### src/rtl/zbt_pkg.sv
package zbt_pkg;
   localparam int LANE_W = 9;

   typedef enum logic [1:0] {
      OP_IDLE = 2'd0,
      OP_RD   = 2'd1,
      OP_WR   = 2'd2
   } zbt_op_e;

   // low two address bits for a given beat of a four-beat burst
   function automatic logic [1:0] burst_lo(input logic [1:0] start,
                                           input logic [1:0] beat,
                                           input logic       il);
      return il ? (start ^ beat) : (start + beat);
   endfunction
endpackage

### src/rtl/zbt_cmd_decode.sv
module zbt_cmd_decode
   import zbt_pkg::*;
(
   input  logic    adv,
   input  logic    sel_a_n,
   input  logic    sel_b,
   input  logic    sel_c_n,
   input  logic    wr_n,
   input  zbt_op_e op_q,
   output zbt_op_e op_d,
   output logic    load,
   output logic    step
);
   logic chip_on;

   always_comb begin
      chip_on = !sel_a_n && sel_b && !sel_c_n;
      load    = 1'b0;
      step    = 1'b0;
      op_d    = op_q;
      if (adv) begin
         // continue whatever ran last; only an active burst steps
         step = (op_q != OP_IDLE);
      end else if (!chip_on) begin
         op_d = OP_IDLE;
      end else begin
         load = 1'b1;
         op_d = wr_n ? OP_RD : OP_WR;
      end
   end
endmodule

### src/rtl/zbt_burst_addr.sv
module zbt_burst_addr
   import zbt_pkg::*;
#(
   parameter int AW = 6
) (
   input  logic          clk,
   input  logic          rst_n,
   input  logic          tick,
   input  logic          load,
   input  logic          step,
   input  logic          order_il,
   input  logic [AW-1:0] addr_in,
   output logic [AW-1:0] cur_addr
);
   localparam int HI_W = AW - 2;

   logic [HI_W-1:0] hi_q;
   logic [1:0]      start_q;
   logic [1:0]      beat_q;

   always_ff @(posedge clk or negedge rst_n) begin
      if (!rst_n) begin
         hi_q    <= '0;
         start_q <= 2'd0;
         beat_q  <= 2'd0;
      end else if (tick) begin
         if (load) begin
            hi_q    <= addr_in[AW-1:2];
            start_q <= addr_in[1:0];
            beat_q  <= 2'd0;
         end else if (step) begin
            beat_q  <= beat_q + 2'd1;
         end
      end
   end

   assign cur_addr = {hi_q, burst_lo(start_q, beat_q, order_il)};
endmodule

### src/rtl/zbt_lane_array.sv
module zbt_lane_array
   import zbt_pkg::*;
#(
   parameter int LANES = 4,
   parameter int AW    = 6
) (
   input  logic                    clk,
   input  logic                    wr_en,
   input  logic [AW-1:0]           wr_addr,
   input  logic [LANES-1:0]        lane_we_n,
   input  logic [LANES*LANE_W-1:0] wdata,
   input  logic [AW-1:0]           rd_addr,
   output logic [LANES*LANE_W-1:0] rdata
);
   localparam int DEPTH = 1 << AW;

   for (genvar g = 0; g < LANES; g++) begin : g_lane
      logic [LANE_W-1:0] cells [DEPTH];

      always_ff @(posedge clk) begin
         if (wr_en && !lane_we_n[g])
            cells[wr_addr] <= wdata[g*LANE_W +: LANE_W];
      end

      assign rdata[g*LANE_W +: LANE_W] = cells[rd_addr];
   end
endmodule

### src/rtl/zbt_sram.sv
module zbt_sram
   import zbt_pkg::*;
#(
   parameter int LANES = 4,
   parameter int AW    = 6
) (
   input  logic                    clk,
   input  logic                    rst_n,
   input  logic                    clk_en_n,
   input  logic                    sel_a_n,
   input  logic                    sel_b,
   input  logic                    sel_c_n,
   input  logic                    wr_n,
   input  logic [LANES-1:0]        byte_wr_n,
   input  logic                    adv,
   input  logic                    order_il,
   input  logic [AW-1:0]           addr,
   input  logic                    oe_n,
   input  logic [LANES*LANE_W-1:0] wdata,
   output logic [LANES*LANE_W-1:0] rdata,
   output logic                    rdata_drive
);
   localparam int DW = LANES * LANE_W;

   if (LANES != 2 && LANES != 4) begin : g_bad_lanes
      $error("zbt_sram: LANES must be 2 or 4");
   end
   if (AW < 3 || AW > 12) begin : g_bad_aw
      $error("zbt_sram: AW must lie in 3..12");
   end

   zbt_op_e          op_q, op_d;
   logic             load, step;
   logic [LANES-1:0] be_q;
   logic [AW-1:0]    cur_addr;
   logic [DW-1:0]    arr_q;
   logic             tick;
   logic             commit;

   assign tick = !clk_en_n;

   zbt_cmd_decode u_dec (
      .adv     (adv),
      .sel_a_n (sel_a_n),
      .sel_b   (sel_b),
      .sel_c_n (sel_c_n),
      .wr_n    (wr_n),
      .op_q    (op_q),
      .op_d    (op_d),
      .load    (load),
      .step    (step)
   );

   zbt_burst_addr #(.AW(AW)) u_addr (
      .clk      (clk),
      .rst_n    (rst_n),
      .tick     (tick),
      .load     (load),
      .step     (step),
      .order_il (order_il),
      .addr_in  (addr),
      .cur_addr (cur_addr)
   );

   always_ff @(posedge clk or negedge rst_n) begin
      if (!rst_n) begin
         op_q <= OP_IDLE;
         be_q <= '1;
      end else if (tick) begin
         op_q <= op_d;
         be_q <= byte_wr_n;
      end
   end

   // the write taken last edge receives its data on this edge
   assign commit = tick && (op_q == OP_WR);

   zbt_lane_array #(.LANES(LANES), .AW(AW)) u_mem (
      .clk       (clk),
      .wr_en     (commit),
      .wr_addr   (cur_addr),
      .lane_we_n (be_q),
      .wdata     (wdata),
      .rd_addr   (cur_addr),
      .rdata     (arr_q)
   );

   assign rdata_drive = (op_q == OP_RD) && !oe_n;
   assign rdata       = rdata_drive ? arr_q : '0;
endmodule

### config.mk
export PLATFORM = sky130hd
export DESIGN_NAME = zbt_sram
export DESIGN_NICKNAME = d
export VERILOG_FILES = /design/src/rtl/zbt_pkg.sv /design/src/rtl/zbt_cmd_decode.sv /design/src/rtl/zbt_burst_addr.sv /design/src/rtl/zbt_lane_array.sv /design/src/rtl/zbt_sram.sv
export SDC_FILE = /design/constraint.sdc
export NUM_CORES = 2
export LEC_CHECK = 0
export BUFFER_PORTS_ARGS = -buffer_cell sky130_fd_sc_hd__buf_2
export CELL_PAD_IN_SITES_DETAIL_PLACEMENT = 1
export CELL_PAD_IN_SITES_GLOBAL_PLACEMENT = 1
export CORE_MARGIN = 2
export CORE_UTILIZATION = 50
export CTS_CLUSTER_SIZE = 20
export DETAILED_ROUTE_END_ITERATION = 12
export PLACE_DENSITY = 0.74
export SYNTH_ARGS = -nofsm -noshare
export SYNTH_HDL_FRONTEND = slang
export SYNTH_SLANG_ARGS = --single-unit
### constraint.sdc
create_clock -name clk -period 5.1 [get_ports clk]
set_input_delay 1.275 -clock clk [delete_from_list [all_inputs] [get_ports clk]]
set_output_delay 1.275 -clock clk [all_outputs]
set_load 0.1 [all_outputs]
==> flow_summary.toml <==
[yosys]
ys_warn_count = 0
synth_top_area_share_pct = 77.2
synth_area_per_cell_um2 = 17.1
ys.flop_type = "edfxtp_1"
ys_ff_latch = 2318
ys_seq_area_share_pct = 77.6
synth.most_common_cell = "edfxtp_1"
syn_area_mm2 = 0.0897
synth_common_cells = "2304 x edfxtp_1, 717 x nand2_1, 386 x nand3_1"
yosysUniqueCellTypes = 59
synth_cells = 5248
synth-edff-count = 2304
synthTopCellsByArea = "edfxtp_1 77%, mux4_2 7.3%, nand2_1 3.0%"
synth_top_area_cell = "edfxtp_1"
async_flop_share_pct = 0.604
syn_nets = 5305

[floorplan]
die_y_um = 427
io_pins = 93
core_area_mm2 = 0.178
num_rows = 155
start_util_pct = 50.3
die-area_mm2 = 0.183
die_width_um = 427

[place]
dp_hpwl_mm = 177
io_buffers = 92
dp_slack_ps = -821
gp_congestion = 0.863

[sta]
finalCritPeriodShare_pct = 104
grt_setup_unrepaired = "yes"
max_freq_mhz = 188
drv_slew = 0
final-hold-violation-count = 0
fin_worst_skew_ps = 61.6
relSlewSlack_pct = 9.10
period_needed_ps = 5330
tightestPinTransition_ps = 1360
finalSetupViolations = 33
fin_ws_ps = -226

[cts]
root_buffer = "clkbuf_16"
holdBufCountCts = 0
cts.path.max_buffers = 3
clk_pin_slew_ps = 60
clkLatencyLatePin_ps = 880
cts_made_buffers = 225
cts_max_level = 4
cts_tree = "yes"
cts.sinks = 2318

[critical_path]
r2r_start = "u_addr.hi_q[2]"
cp.arrival_ps = 4050
r2r_end = "u_mem.g_lane[1].cells[19][2]"
slowest_delay_ps = 360
path_class = "in2out"
cp-end-kind = "primary output"
cp_max_fo = 9
cp_data_required_time_ps = 3830
worst-path-buf-inv = 6
regToRegSetupSlack_ps = 1390
path_cells = "buf_6 > and2b_4 > xnor2_4 > buf_6 > buf_12 > bufbuf_16 > o221ai_1 > o21ai_0 > a31oi_2 > nor4_4 > buf_4 > and3_4 > buf_12"
critical-path-slowest-cell = "nor4_4"
cp-start-kind = "primary input"
rr_worst_depth = 4
critPathTopFamily = "buffers and inverters"

[finish]
nNetsFinal = 6058
post-route-util_pct = 60.9
fillers = 15500
layout-drive-gt1-share_pct = 27.9
syn_to_final_growth_pct = 21.1

[run]
maxCapViolCount = 0

[power_and_ir_drop]
vdd_drop_max_v = 0.000401
p_leak_nw = 35.9
pwr-share-comb_pct = 34.1
power_w = 0.0569
switching_power_w = 0.0188
p_int_w = 0.0382
p_sw_share_pct = 33.0
clock_power_share_pct = 28.9
seqPwrFrac_pct = 37.0
powerDensity_mw_per_mm2 = 524

[route]
drt_iter0_drc = 7911
routedWlPerCell_um = 35.2
wl_mm = 301
via_count = 55900
postRouteAntennaNets = 0
vias_per_cell = 6.53
drt_pre_antenna_iters = 6
drc = 0

[outcome]
violations = "setup timing"
outcome = "complete, but fails checks"

[hold_path]
hold_path_class = "in2async"

[global_route]
first_global_vias = 58400
antenna_found_initial = 16
grt_usage_pct = 32.7
overflow = 0
grt_start_max_net_pins = 109
grt_pass1_wl_mm = 423
[state kept, by name (all words and copies together), names as in the netlist]
name	cells
be_q	4
op_q	2
u_addr.beat_q	2
u_addr.hi_q	4
u_addr.start_q	2
u_mem.g_lane.cells	2304
[routing by layer]
layer  track usage (%)  wire [µm]  part of all wire [%]
met5                 0         27                0.0090
met4              16.8      17300                   5.7
met3              6.81      30400                    10
met2              53.1     147000                    49
met1              41.7     107000                    35
[through the flow]
| stage | instance area (µm²) | hold WS (ps) | std cells | TNS, ps |
|---|---|---|---|---|
| final | 109000 | 334 | 8551 | -3400 |
| after detailed placement | 97900 | 585 | 8008 | -13460 |
| after global placement | 97900 | 549 | 8007 | -12770 |
| after CTS | 108000 | 299 | 8498 | -2430 |
| after global routing | 109000 | 328 | 8544 | -4910 |
| after floorplan | 89700 | 485 | 5248 | -46.0 |
[power groups by stage]
stage               logic, W  registers [W]  clock network (W)
floorplan            0.00875         0.0214                  0
global placement      0.0150         0.0214                  0
detailed placement    0.0155         0.0214                  0
CTS                   0.0181         0.0210             0.0164
global route          0.0200         0.0210             0.0172
finish                0.0194         0.0210             0.0165
[logic make-up after synthesis]
kind of cell / after synthesis / share of synthesized area [%]
compound gates: 508 / 3.82
xor+xnor: 3 / 0.0795
simple gates: 1652 / 7.90
buf+inv: 326 / 1.61
fa+ha+maj: 1 / 0.0140
flops: 2318 / 77.6
mux: 440 / 9.02
[worst max path at each step]
stage                       from        end  slack [ps]  cells past startpoint
2_1_floorplan           order_il  rdata[34]         -50                      9
3_3_place_gp            order_il   rdata[7]       -1250                     13
3_5_place_dp            order_il   rdata[8]        -820                     12
4_1_cts        u_addr.start_q[0]  rdata[12]        -130                     14
5_1_grt        u_addr.start_q[0]  rdata[30]        -250                     13
6_report                order_il  rdata[30]        -230                     13
[timing repair]
item                       CTS  global route
setup buffers               55            39
resized for setup          281           136
setup endpoints to repair   36            36
gates cloned                27             4
pin swaps                   51            51
[cell type report]
| class | count | area [µm²] | share of cell area [%] |
|---|---|---|---|
| Clock inverter | 125 | 1180 | 1.09 |
| Antenna cell | 13 | 32.5 | 0.0299 |
| Inverter | 3 | 12.5 | 0.0115 |
| Sequential cell | 2318 | 69600 | 64.0 |
| Clock buffer | 284 | 5930 | 5.46 |
| Multi-Input combinational cell | 2607 | 20200 | 18.6 |
| Timing Repair Buffer | 846 | 8720 | 8.02 |
| Tap cell | 2355 | 2950 | 2.71 |
[worst register-to-register path: stages, from the launching register on]
cell and delay, ps:
dfrtp_1 680, nor2b_2 450, nor2b_1 820, nand2_1 450, nor2_1 910
[cells in the final DEF (no fill, tap or decap), drive strengths merged, types with 53 or more instances in the layout]
cell / count
buf: 824
edfxtp: 2304
nor3: 79
a211oi: 61
a31oi: 84
a21oi: 84
nand3: 386
mux4: 292
nand2: 717
clkbuf: 288
clkinv: 99
mux2i: 123
nor2: 359
o21ai: 79
o22ai: 53
(Power assumes the default switching activity.)
